$ cat src/rtl/lui_pkg.sv
package lui_pkg;

    // Instruction class carried in the two top bits of a word.
    typedef enum logic [1:0] {
        CLS_NOP   = 2'b00,
        CLS_ALU   = 2'b01,
        CLS_LOAD  = 2'b10,
        CLS_STORE = 2'b11
    } instr_cls_e;

    // Control bundle that travels in the execute-stage register.
    typedef struct packed {
        logic reg_wr;
        logic mem_rd;
        logic mem_wr;
        logic alu_use;
    } ctrl_t;

    localparam int CTRL_W = $bits(ctrl_t);

endpackage

$ cat src/rtl/lui_decode.sv
module lui_decode
    import lui_pkg::*;
#(
    parameter int REG_AW = 5
) (
    input  logic [1:0]          cls_i,
    input  logic [3*REG_AW-1:0] fields_i,
    output ctrl_t               ctrl_o,
    output logic [REG_AW-1:0]   rd_o,
    output logic [REG_AW-1:0]   rn_o,
    output logic [REG_AW-1:0]   rm_o
);

    localparam int RD_LSB = 0;
    localparam int RN_LSB = REG_AW;
    localparam int RM_LSB = 2 * REG_AW;

    instr_cls_e cls;

    assign cls  = instr_cls_e'(cls_i);
    assign rd_o = fields_i[RD_LSB +: REG_AW];
    assign rn_o = fields_i[RN_LSB +: REG_AW];
    assign rm_o = fields_i[RM_LSB +: REG_AW];

    always_comb begin
        ctrl_o = '0;
        unique case (cls)
            CLS_ALU: begin
                ctrl_o.reg_wr  = 1'b1;
                ctrl_o.alu_use = 1'b1;
            end
            CLS_LOAD: begin
                ctrl_o.reg_wr = 1'b1;
                ctrl_o.mem_rd = 1'b1;
            end
            CLS_STORE: begin
                ctrl_o.mem_wr  = 1'b1;
                ctrl_o.alu_use = 1'b1;
            end
            default: ctrl_o = '0;
        endcase
    end

endmodule

$ cat src/rtl/lui_hazard.sv
module lui_hazard #(
    parameter int REG_AW       = 5,
    parameter bit SKIP_TOP_REG = 1'b1
) (
    input  logic              ex_mem_rd_i,
    input  logic [REG_AW-1:0] ex_rd_i,
    input  logic [REG_AW-1:0] id_rn_i,
    input  logic [REG_AW-1:0] id_rm_i,
    output logic              pc_we_o,
    output logic              ifid_we_o,
    output logic              ctrl_zero_o
);

    localparam logic [REG_AW-1:0] TOP_REG = {REG_AW{1'b1}};

    logic rn_hit;
    logic rm_hit;
    logic dest_live;
    logic stall;

    assign rn_hit = (ex_rd_i == id_rn_i);
    assign rm_hit = (ex_rd_i == id_rm_i);

    generate
        if (SKIP_TOP_REG) begin : g_skip_top
            assign dest_live = (ex_rd_i != TOP_REG);
        end else begin : g_all_regs
            assign dest_live = 1'b1;
        end
    endgenerate

    assign stall       = ex_mem_rd_i && dest_live && (rn_hit || rm_hit);
    assign pc_we_o     = !stall;
    assign ifid_we_o   = !stall;
    assign ctrl_zero_o = stall;

endmodule

$ cat src/rtl/lui_front.sv
module lui_front #(
    parameter int PC_W    = 32,
    parameter int INSTR_W = 32,
    parameter int PC_STEP = 4
) (
    input  logic               clk,
    input  logic               rst_n,
    input  logic               pc_we_i,
    input  logic               ifid_we_i,
    input  logic [INSTR_W-1:0] fetch_word_i,
    output logic [PC_W-1:0]    pc_o,
    output logic [INSTR_W-1:0] instr_o
);

    localparam logic [PC_W-1:0] STEP = PC_W'(PC_STEP);

    typedef struct packed {
        logic [PC_W-1:0]    pc;
        logic [INSTR_W-1:0] instr;
    } front_t;

    front_t st_d;
    front_t st_q;

    always_comb begin
        st_d = st_q;
        if (pc_we_i) begin
            st_d.pc = st_q.pc + STEP;
        end
        if (ifid_we_i) begin
            st_d.instr = fetch_word_i;
        end
    end

    always_ff @(posedge clk or negedge rst_n) begin
        if (!rst_n) begin
            st_q <= '0;
        end else begin
            st_q <= st_d;
        end
    end

    assign pc_o    = st_q.pc;
    assign instr_o = st_q.instr;

endmodule

$ cat src/rtl/lui_idex.sv
module lui_idex
    import lui_pkg::*;
#(
    parameter int REG_AW = 5
) (
    input  logic              clk,
    input  logic              rst_n,
    input  logic              zero_ctrl_i,
    input  ctrl_t             ctrl_i,
    input  logic [REG_AW-1:0] rd_i,
    output ctrl_t             ctrl_o,
    output logic [REG_AW-1:0] rd_o
);

    typedef struct packed {
        ctrl_t             ctrl;
        logic [REG_AW-1:0] rd;
    } idex_t;

    idex_t st_d;
    idex_t st_q;

    always_comb begin
        st_d.rd   = rd_i;
        st_d.ctrl = zero_ctrl_i ? '0 : ctrl_i;
    end

    always_ff @(posedge clk or negedge rst_n) begin
        if (!rst_n) begin
            st_q <= '0;
        end else begin
            st_q <= st_d;
        end
    end

    assign ctrl_o = st_q.ctrl;
    assign rd_o   = st_q.rd;

endmodule

$ cat src/rtl/load_use_interlock.sv
module load_use_interlock
    import lui_pkg::*;
#(
    parameter int PC_W    = 32,
    parameter int INSTR_W = 32,
    parameter int REG_AW  = 5,
    parameter int PC_STEP = 4
) (
    input  logic               clk,
    input  logic               rst_n,
    input  logic [INSTR_W-1:0] fetch_word_i,
    output logic [PC_W-1:0]    pc_o,
    output logic               pc_we_o,
    output logic               ifid_we_o,
    output logic               bubble_o,
    output logic [INSTR_W-1:0] ifid_instr_o,
    output logic [CTRL_W-1:0]  idex_ctrl_o,
    output logic [REG_AW-1:0]  idex_rd_o
);

    localparam int FIELDS_W = 3 * REG_AW;
    localparam int CLS_LSB  = INSTR_W - 2;

    logic [INSTR_W-1:0] ifid_instr;
    ctrl_t              dec_ctrl;
    logic [REG_AW-1:0]  dec_rd;
    logic [REG_AW-1:0]  dec_rn;
    logic [REG_AW-1:0]  dec_rm;
    ctrl_t              ex_ctrl;
    logic [REG_AW-1:0]  ex_rd;
    logic               pc_we;
    logic               ifid_we;
    logic               zero_ctrl;

    lui_front #(
        .PC_W    (PC_W),
        .INSTR_W (INSTR_W),
        .PC_STEP (PC_STEP)
    ) u_front (
        .clk          (clk),
        .rst_n        (rst_n),
        .pc_we_i      (pc_we),
        .ifid_we_i    (ifid_we),
        .fetch_word_i (fetch_word_i),
        .pc_o         (pc_o),
        .instr_o      (ifid_instr)
    );

    lui_decode #(
        .REG_AW (REG_AW)
    ) u_decode (
        .cls_i    (ifid_instr[CLS_LSB +: 2]),
        .fields_i (ifid_instr[FIELDS_W-1:0]),
        .ctrl_o   (dec_ctrl),
        .rd_o     (dec_rd),
        .rn_o     (dec_rn),
        .rm_o     (dec_rm)
    );

    lui_hazard #(
        .REG_AW       (REG_AW),
        .SKIP_TOP_REG (1'b1)
    ) u_hazard (
        .ex_mem_rd_i (ex_ctrl.mem_rd),
        .ex_rd_i     (ex_rd),
        .id_rn_i     (dec_rn),
        .id_rm_i     (dec_rm),
        .pc_we_o     (pc_we),
        .ifid_we_o   (ifid_we),
        .ctrl_zero_o (zero_ctrl)
    );

    lui_idex #(
        .REG_AW (REG_AW)
    ) u_idex (
        .clk         (clk),
        .rst_n       (rst_n),
        .zero_ctrl_i (zero_ctrl),
        .ctrl_i      (dec_ctrl),
        .rd_i        (dec_rd),
        .ctrl_o      (ex_ctrl),
        .rd_o        (ex_rd)
    );

    assign pc_we_o      = pc_we;
    assign ifid_we_o    = ifid_we;
    assign bubble_o     = zero_ctrl;
    assign ifid_instr_o = ifid_instr;
    assign idex_ctrl_o  = ex_ctrl;
    assign idex_rd_o    = ex_rd;

endmodule

$ cat config.mk
export PLATFORM = sky130hd
export DESIGN_NAME = load_use_interlock
export DESIGN_NICKNAME = d
export VERILOG_FILES = /design/src/rtl/lui_pkg.sv /design/src/rtl/lui_decode.sv /design/src/rtl/lui_hazard.sv /design/src/rtl/lui_front.sv /design/src/rtl/lui_idex.sv /design/src/rtl/load_use_interlock.sv
export SDC_FILE = /design/constraint.sdc
export NUM_CORES = 1
export LEC_CHECK = 0
export ABC_AREA = 1
export CAP_MARGIN = 25
export CELL_PAD_IN_SITES_DETAIL_PLACEMENT = 1
export CELL_PAD_IN_SITES_GLOBAL_PLACEMENT = 2
export CORE_ASPECT_RATIO = 0.9
export CORE_MARGIN = 1
export CORE_UTILIZATION = 37
export CTS_CLUSTER_SIZE = 8
export DETAILED_ROUTE_END_ITERATION = 10
export DONT_BUFFER_PORTS = 1
export PLACE_DENSITY = 0.82
export SLEW_MARGIN = 20
export SYNTH_ARGS = -nofsm -noshare
export SYNTH_HDL_FRONTEND = slang
export SYNTH_HIERARCHICAL = 1
export SYNTH_SLANG_ARGS = --single-unit
$ cat constraint.sdc
create_clock -name clk -period 2.15 [get_ports clk]
set_input_delay 0.43 -clock clk [delete_from_list [all_inputs] [get_ports clk]]
set_output_delay 0.43 -clock clk [all_outputs]
set_load 0.02 [all_outputs]
# Word-level counts from Yosys, hierarchy flattened
# Index checks and enable logic that the tools add are counted.
# op_classes
n_addsub	1
n_div	0
mul	0
n_eq_ne	6
n_bitwise	0
order_cmp	0
n_mux	5
n_reduce_logical	6
shifts	0
# op_table
op	count
adder 32 x 3 -> 32 bit, second input constant	1
== test 5 bit	2
!= test 5 bit, second input constant	1
== test 2 bit, second input constant	2
2-to-1 mux 1 bit	4
2-to-1 mux 4 bit	1
OR reduction 2 bit	2
== test 2 x 1 -> 1 bit, second input constant	1
logical AND 1 bit	2
zero test 1 bit	1
logical OR 1 bit	1
# word_totals
out_inout_bits	76
elab_cells	25
inputBits	34
latch_bits	0
ff_bits	73
ram_bits	0
mem_count	0
romBits	0

# Longest topological paths before layout
# Gate-level depths: netlist (run 1).
# depth
ltp_word	4
ltp_mapped	17
ltp_nobuf	15

# Modules after synthesis
# The synthesis (run 1) kept the hierarchy.
# modules_own_cells
module	n_inst	cells_per_inst	seq_area_each_um2	area_per_inst_um2
lui_front	1	294	1551.5	2939.1
lui_idex	1	17	225.2	255.2
lui_hazard	1	50	0.0	219.0
lui_decode	1	24	0.0	172.7

# Least setup slack after synthesis (run 1)
# OpenSTA, ideal clock, no wires.
# synth_path
path_kind	reg2reg
from	register u_front.st_q (netlist bit u_front/instr_o[9])
to	register u_front.st_q (netlist bit u_front/pc_o[26])
arrival_ns	2.017
path_stages_with_launch	17
n_path_buf	2
t_required_ns	2.029
synth_period_minus_slack_ns	2.138
slack_ns	0.012
setup_time_ns	0.121
cell_sequence	dfrtp_1 -> buf_4 -> inv_1 -> nand2_1 -> nand2_1 -> nor2_1 -> nand3_1 -> nand2_1 -> nand2_1 -> buf_4 -> nand2_1 -> nor2_4 -> nand2_4 -> nor2_8 -> nand2_4 -> o21ai_1 -> nand2_1
# synth_between
elab_chain_cells	3
# synth_rtl
item	line	source
start, declared	lui_front.sv:23	front_t st_q;
start signal, assigned	lui_front.sv:39	st_q <= st_d;
== test 5 bit	lui_hazard.sv:21	assign rn_hit = (ex_rd_i == id_rn_i);
logical OR 1 bit	lui_hazard.sv:32	assign stall = ex_mem_rd_i && dest_live && (rn_hit || rm_hit);
logical AND 1 bit	lui_hazard.sv:32	
# No other way between the ends.
# A chain may end at the register's enable or synchronous reset.

# Worst setup path in the final report (run 1)
# layout_path
from	register u_idex.st_q (netlist bit u_idex/rd_o[3])
to	output ifid_we_o
# layout_between
elab_chain_cells	4
word_cells_on_any_way	7
cone_classes	eq/ne: 3; reduce/logical: 4
# layout_rtl
item	line	source
start, declared	lui_idex.sv:21	idex_t st_q;
start signal, assigned	lui_idex.sv:32	st_q <= st_d;
!= test 5 bit, or another cell as far along	lui_hazard.sv:26	assign dest_live = (ex_rd_i != TOP_REG);
logical AND 1 bit or logical OR 1 bit (tied branches)	lui_hazard.sv:32	
logical AND 1 bit (*)	lui_hazard.sv:32	
zero test 1 bit (*)	lui_hazard.sv:34	assign ifid_we_o = !stall;
end, declared	load_use_interlock.sv:14	output logic ifid_we_o,
# Every way passes the cells marked *; elsewhere a longest branch is shown, timed or not.

==> results.toml, run 1 <==
[detailed_routing]
wl_per_cell_um = 16.5
drc = 0
vias = 2488
ant_nets = 0
post_drt_via_cell_ratio = 4.78
drt_iter0_drc = 90
routed_wl_um = 8570
drt_pre_antenna_iters = 4

[sta]
fin_crit_sh_pct = 93.5
drv_slew = 0
fin_tns_setup_ps = 0
finalHoldViolCount = 0
setup_viol = 0
fmax_mhz = 498
timing.hold.ws_ps = 228
fin_crit_ps = 2010
finClkSkew_ps = 10.5
finalWorstSetupSlack_ps = 141

[hold_path]
min_from = "fetch_word_i[17]"
min_delay_path_depth = 1
hold_path.class = "input pin to flop"

[synth]
synthAdderAreaFrac_pct = 1.40
ys.flop_type = "dfrtp_1"
muxShareOfSynthArea_pct = 10.4
synthesis.instances = 385
ys_warn_count = 6
synth_compound_area_share_pct = 0.803
ys_seq_area_share_pct = 49.5
synth.distinct_cells = 28
async_flop_share_pct = 100
synth_top_family_by_area = "simple AND/OR/NAND/NOR gates"
synth_edf_count = 0
ys_seq_elements = 71
yosys.area_share.simple_pct = 22.7
synth_xor_area_share_pct = 4.64
netlist_area_um2 = 3590
syn_avg_cell_area_um2 = 9.31

[clock_tree]
cts_buffers = 9
clkSlewWorstSetupHoldPaths_ps = 70
clk_latency_ps = 350
post_cts_buffers = 0
cts.sinks = 71
cts_root_buf = "clkbuf_8"
htree_num_levels = 3
cts_tree = "built"
cts_buffer_depth = 2

[place]
dp_cells = 506
portBuffers = 0
place_congestion = 0.794
place_ws_ps = 110
hpwl_um = 6500
dpl_cell_area_um2 = 3740

[cells_and_area]
drive_gt1_share_pct = 24.6
nNetsFinal = 435
n_antenna_cell = 0
design_area_um2 = 3950
syn_to_final_growth_pct = 10.2
final_cells = 521
final_core_util_pct = 42.7
final_common_cell = "nand2_1"
final_cell_mix = "nand2_1, dfrtp_1, inv_1, mux2_2, nor2_1"

[setup_path]
critPathMaxStageDelay_ps = 440
path_delay_family = "simple AND/OR/NAND/NOR gates"
rr_startpoint = "u_idex/rd_o[4]"
critPathKind = "flop to output pin"
path_buf_inv = 1
path_cells = "nand2_1 > nand2_1 > nor2_1 > nand3_1 > nand2_2 > nand2_4 > buf_6"
worstSetupStartpoint = "u_idex/rd_o[3]"
cp-start-kind = "flop"
r2r_cells = 14
cp.arrival_ps = 1580
cpMostUsedCell = "nand2_1"
crit_cells = 7
worstSetupEndpointType = "output pin"
cp_max_fo = 9
critical-path-slowest-cell = "dfrtp_1"
required_ps = 1720

[status]
status = "completed"

[global_route]
grt_pass1_vias = 2719
grt_usage_pct = 18.6
grt_overflow_total = 0
grt_antenna_before_repair = 0
grt_max_degree = 72
grt_pass1_wl_um = 14100

[die]
die_y_um = 95.4
start_util_pct = 38.8
core.rowCount = 33
ioPinCount = 110
die_w_um = 106
fp.coreArea_um2 = 9250
dieArea_um2 = 10100

[power_and_ir_drop]
leakage_nw = 1.99
ir_worst_vdd_v = 0.000405
power.density_nw_per_um2 = 806
finalPower_mw = 3.19

[job]
cap_violations = 0
kinds of logic (layout without fill, tap and decap cells):
| kind of cell | count (synthesis) | count (layout) |
|---|---|---|
| AOI/OAI and AO/OA | 5 | 5 |
| buffers and inverters | 80 | 93 |
| muxes | 33 | 33 |
| adders and majority gates | 4 | 4 |
| xor gates and xnor gates | 19 | 19 |
| other | 1 | 2 |
| and+or+nand+nor | 172 | 172 |
| DFF | 71 | 71 |
worst register-to-register path, delay by kind of cell, from the launching register on:
kind | cells | cell delay (ps)
flip-flops | 1 | 440
buffers and inverters | 1 | 80
AO/OA/AOI/OAI | 1 | 120
AND/OR/NAND/NOR | 12 | 1190
sequential cells by signal, summed over array words and instances (netlist names):
signal	flops
u_idex/rd_o	5
u_idex/ctrl_o	4
u_front/instr_o	32
u_front/pc_o	30
what timing repair did:
item                                   CTS  global route
endpoints found under the hold margin   71             0
hold buffers                             2             0
setup endpoints to repair                2             7
resized for setup                        1             8
layout make-up:
| class | count | area [µm²] |
|---|---|---|
| Sequential cell | 71 | 1780 |
| Timing Repair Buffer | 23 | 203 |
| Multi-Input combinational cell | 235 | 1450 |
| Fill cell | 1100 | 5300 |
| Clock buffer | 11 | 141 |
| Tap cell | 122 | 153 |
| Clock inverter | 2 | 10.0 |
| Inverter | 57 | 214 |
final timing paths:
path / to / slack, ps
hold / removal: u_front/instr_o[17] / 230
setup reg to reg: u_front/pc_o[24] / 210
setup / recovery: ifid_we_o / 140
hold reg to reg: u_idex/rd_o[2] / 540
max in group asynchronous: u_idex/rd_o[1] / 1170
min in group asynchronous: u_front/pc_o[6] / 640
power breakdown:
part | total (mW) | internal (mW) | switching (mW)
logic | 0.546 | 0.212 | 0.334
registers | 1.74 | 1.46 | 0.278
clock network | 0.899 | 0.428 | 0.471
total | 3.19 | 2.10 | 1.08
synthesized netlist by cell type (2+ instances only):
master,n,area (µm²)
nand2_2,3,18.8
inv_2,3,11.3
ha_1,4,50.1
inv_1,54,203
o21ai_1,2,10.0
dfrtp_1,71,1780
xor2_1,12,105
nor2_2,11,68.8
nor2_4,4,45.0
nand3_1,25,125
nor3_1,2,10.0
xnor2_1,7,61.3
nand2_1,81,304
mux2_2,31,349
nand4_1,9,56.3
nor2_1,31,116
buf_2,4,20.0
nand2_4,3,33.8
buf_4,18,135
mux2_1,2,22.5
metal layers:
metal | share of wire (%) | track usage [%] | wire length (µm)
met4 | 1.3 | 4.98 | 112
met2 | 48 | 31.2 | 4130
met5 | 0 | 0 | 0
met3 | 7.0 | 7.86 | 601
met1 | 43 | 22.1 | 3730
Note: power is estimated with default switching activity, not from simulation.
==> inputs of run 2 (changes only) <==
MAX_ROUTING_LAYER = met4   (was default)
==> results.toml, run 2 (same netlist as run 1, synthesis figures left out) <==
[sta]
fin_crit_sh_pct = 93.2
fin_crit_ps = 2000
setup_viol = 0
finalWorstSetupSlack_ps = 147
drv_slew = 0
fin_tns_setup_ps = 0
finClkSkew_ps = 9.85
fmax_mhz = 499
finalHoldViolCount = 0

[detailed_routing]
drt_pre_antenna_iters = 4
ant_nets = 0
vias = 2517
post_drt_via_cell_ratio = 4.83
drc = 0
wl_per_cell_um = 16.4
routed_wl_um = 8550
drt_iter0_drc = 76

[clock_tree]
clkSlewWorstSetupHoldPaths_ps = 70
clk_latency_ps = 350
post_cts_buffers = 0
cts_buffers = 9
cts_buffer_depth = 2
htree_num_levels = 3
cts_root_buf = "clkbuf_8"
cts.sinks = 71
cts_tree = "built"

[cells_and_area]
n_antenna_cell = 0
final_common_cell = "nand2_1"
drive_gt1_share_pct = 24.6
final_cell_mix = "nand2_1, dfrtp_1, inv_1, mux2_2, nor2_1"
syn_to_final_growth_pct = 10.2
largest_reg_flops = 32
final_cells = 521
design_area_um2 = 3950
nNetsFinal = 435
fillers = 1100

[die]
start_util_pct = 38.8
dieArea_um2 = 10100
ioPinCount = 110
die_w_um = 106
die_y_um = 95.4
fp.coreArea_um2 = 9250
core.rowCount = 33

[place]
dp_cells = 506
hpwl_um = 6500
dpl_cell_area_um2 = 3740
place_ws_ps = 110
place_congestion = 0.805
portBuffers = 0

[setup_path]
critPathMaxStageDelay_ps = 450
cp-start-kind = "flop"
cpMostUsedCell = "nand2_1"
path_delay_family = "simple AND/OR/NAND/NOR gates"
critical-path-slowest-cell = "dfrtp_1"
path_buf_inv = 1
required_ps = 1720
cp.arrival_ps = 1570
path_cells = "nand2_1 > nand2_1 > nor2_1 > nand3_1 > nand2_2 > nand2_4 > buf_6"
cp_max_fo = 9
critPathKind = "flop to output pin"
worstSetupEndpointType = "output pin"

[hold_path]
hold_path.class = "input pin to flop"

[power_and_ir_drop]
finalPower_mw = 3.18
power.density_nw_per_um2 = 804
ir_worst_vdd_v = 0.000405
leakage_nw = 1.99

[global_route]
grt_usage_pct = 19.1
grt_pass1_wl_um = 14100
grt_max_degree = 72
grt_antenna_before_repair = 0
grt_overflow_total = 0
grt_pass1_vias = 2719

[job]
cap_violations = 0

[status]
status = "completed"
run 2: worst reg2reg max path: stages (launching register included):
cell and delay [ps]:
dfrtp_2 440, inv_2 80, nand2_1 50, nand2_1 60, nor2_1 50, nand3_1 140, nand2_2 90, nand2_4 120
nand2_1 130, nor2_4 160, nand2_4 100, nor2_8 160, nand2_4 70, o21ai_1 120, nand2_1 60
run 2: timing repair:
item	in CTS	in global routing
endpoints found under the hold margin	71	0
setup endpoints to repair	2	7
resized for setup	1	8
hold buffers	2	0
pin swaps	0	0
run 2: layer usage:
metal	share of wire [%]	wire (µm)	track usage, %
met5	0	0	-
met4	1.1	90	4.98
met3	7.2	612	7.66
met2	48	4140	31.3
met1	43	3710	22.0
run 2: path summary, 6_finish.rpt:
check                                       to  cells after the start                from  slack, ps
max reg2reg                   u_front/pc_o[24]                     14      u_idex/rd_o[4]        210
min reg2reg                     u_idex/rd_o[2]                      0  u_front/instr_o[2]        540
max                                  ifid_we_o                      7      u_idex/rd_o[3]        150
max in group asynchronous       u_idex/rd_o[1]                      2               rst_n       1170
min in group asynchronous      u_front/pc_o[6]                      2               rst_n        640
min                        u_front/instr_o[17]                      1    fetch_word_i[17]        230
run 2: power breakdown:
group	internal [mW]	total (mW)	switching, mW
clock network	0.427	0.893	0.466
registers	1.46	1.74	0.279
logic	0.212	0.544	0.332
run 2: final cells by class:
cell class	count	area, µm²	share of cell area, %
Sequential cell	71	1780	45.1
Multi-Input combinational cell	235	1450	36.7
Inverter	57	214	5.41
Timing Repair Buffer	23	203	5.13
Tap cell	122	153	3.86
Clock buffer	11	141	3.58
Clock inverter	2	10.0	0.253
run 2: per-stage QoR:
step / hold slack, ps / utilization [%]
floorplan: 134 / -
global placement: 136 / 40.5
detailed placement: 136 / 40.5
CTS: 198 / 42.5
global route: 204 / 42.7
finish: 229 / 42.7
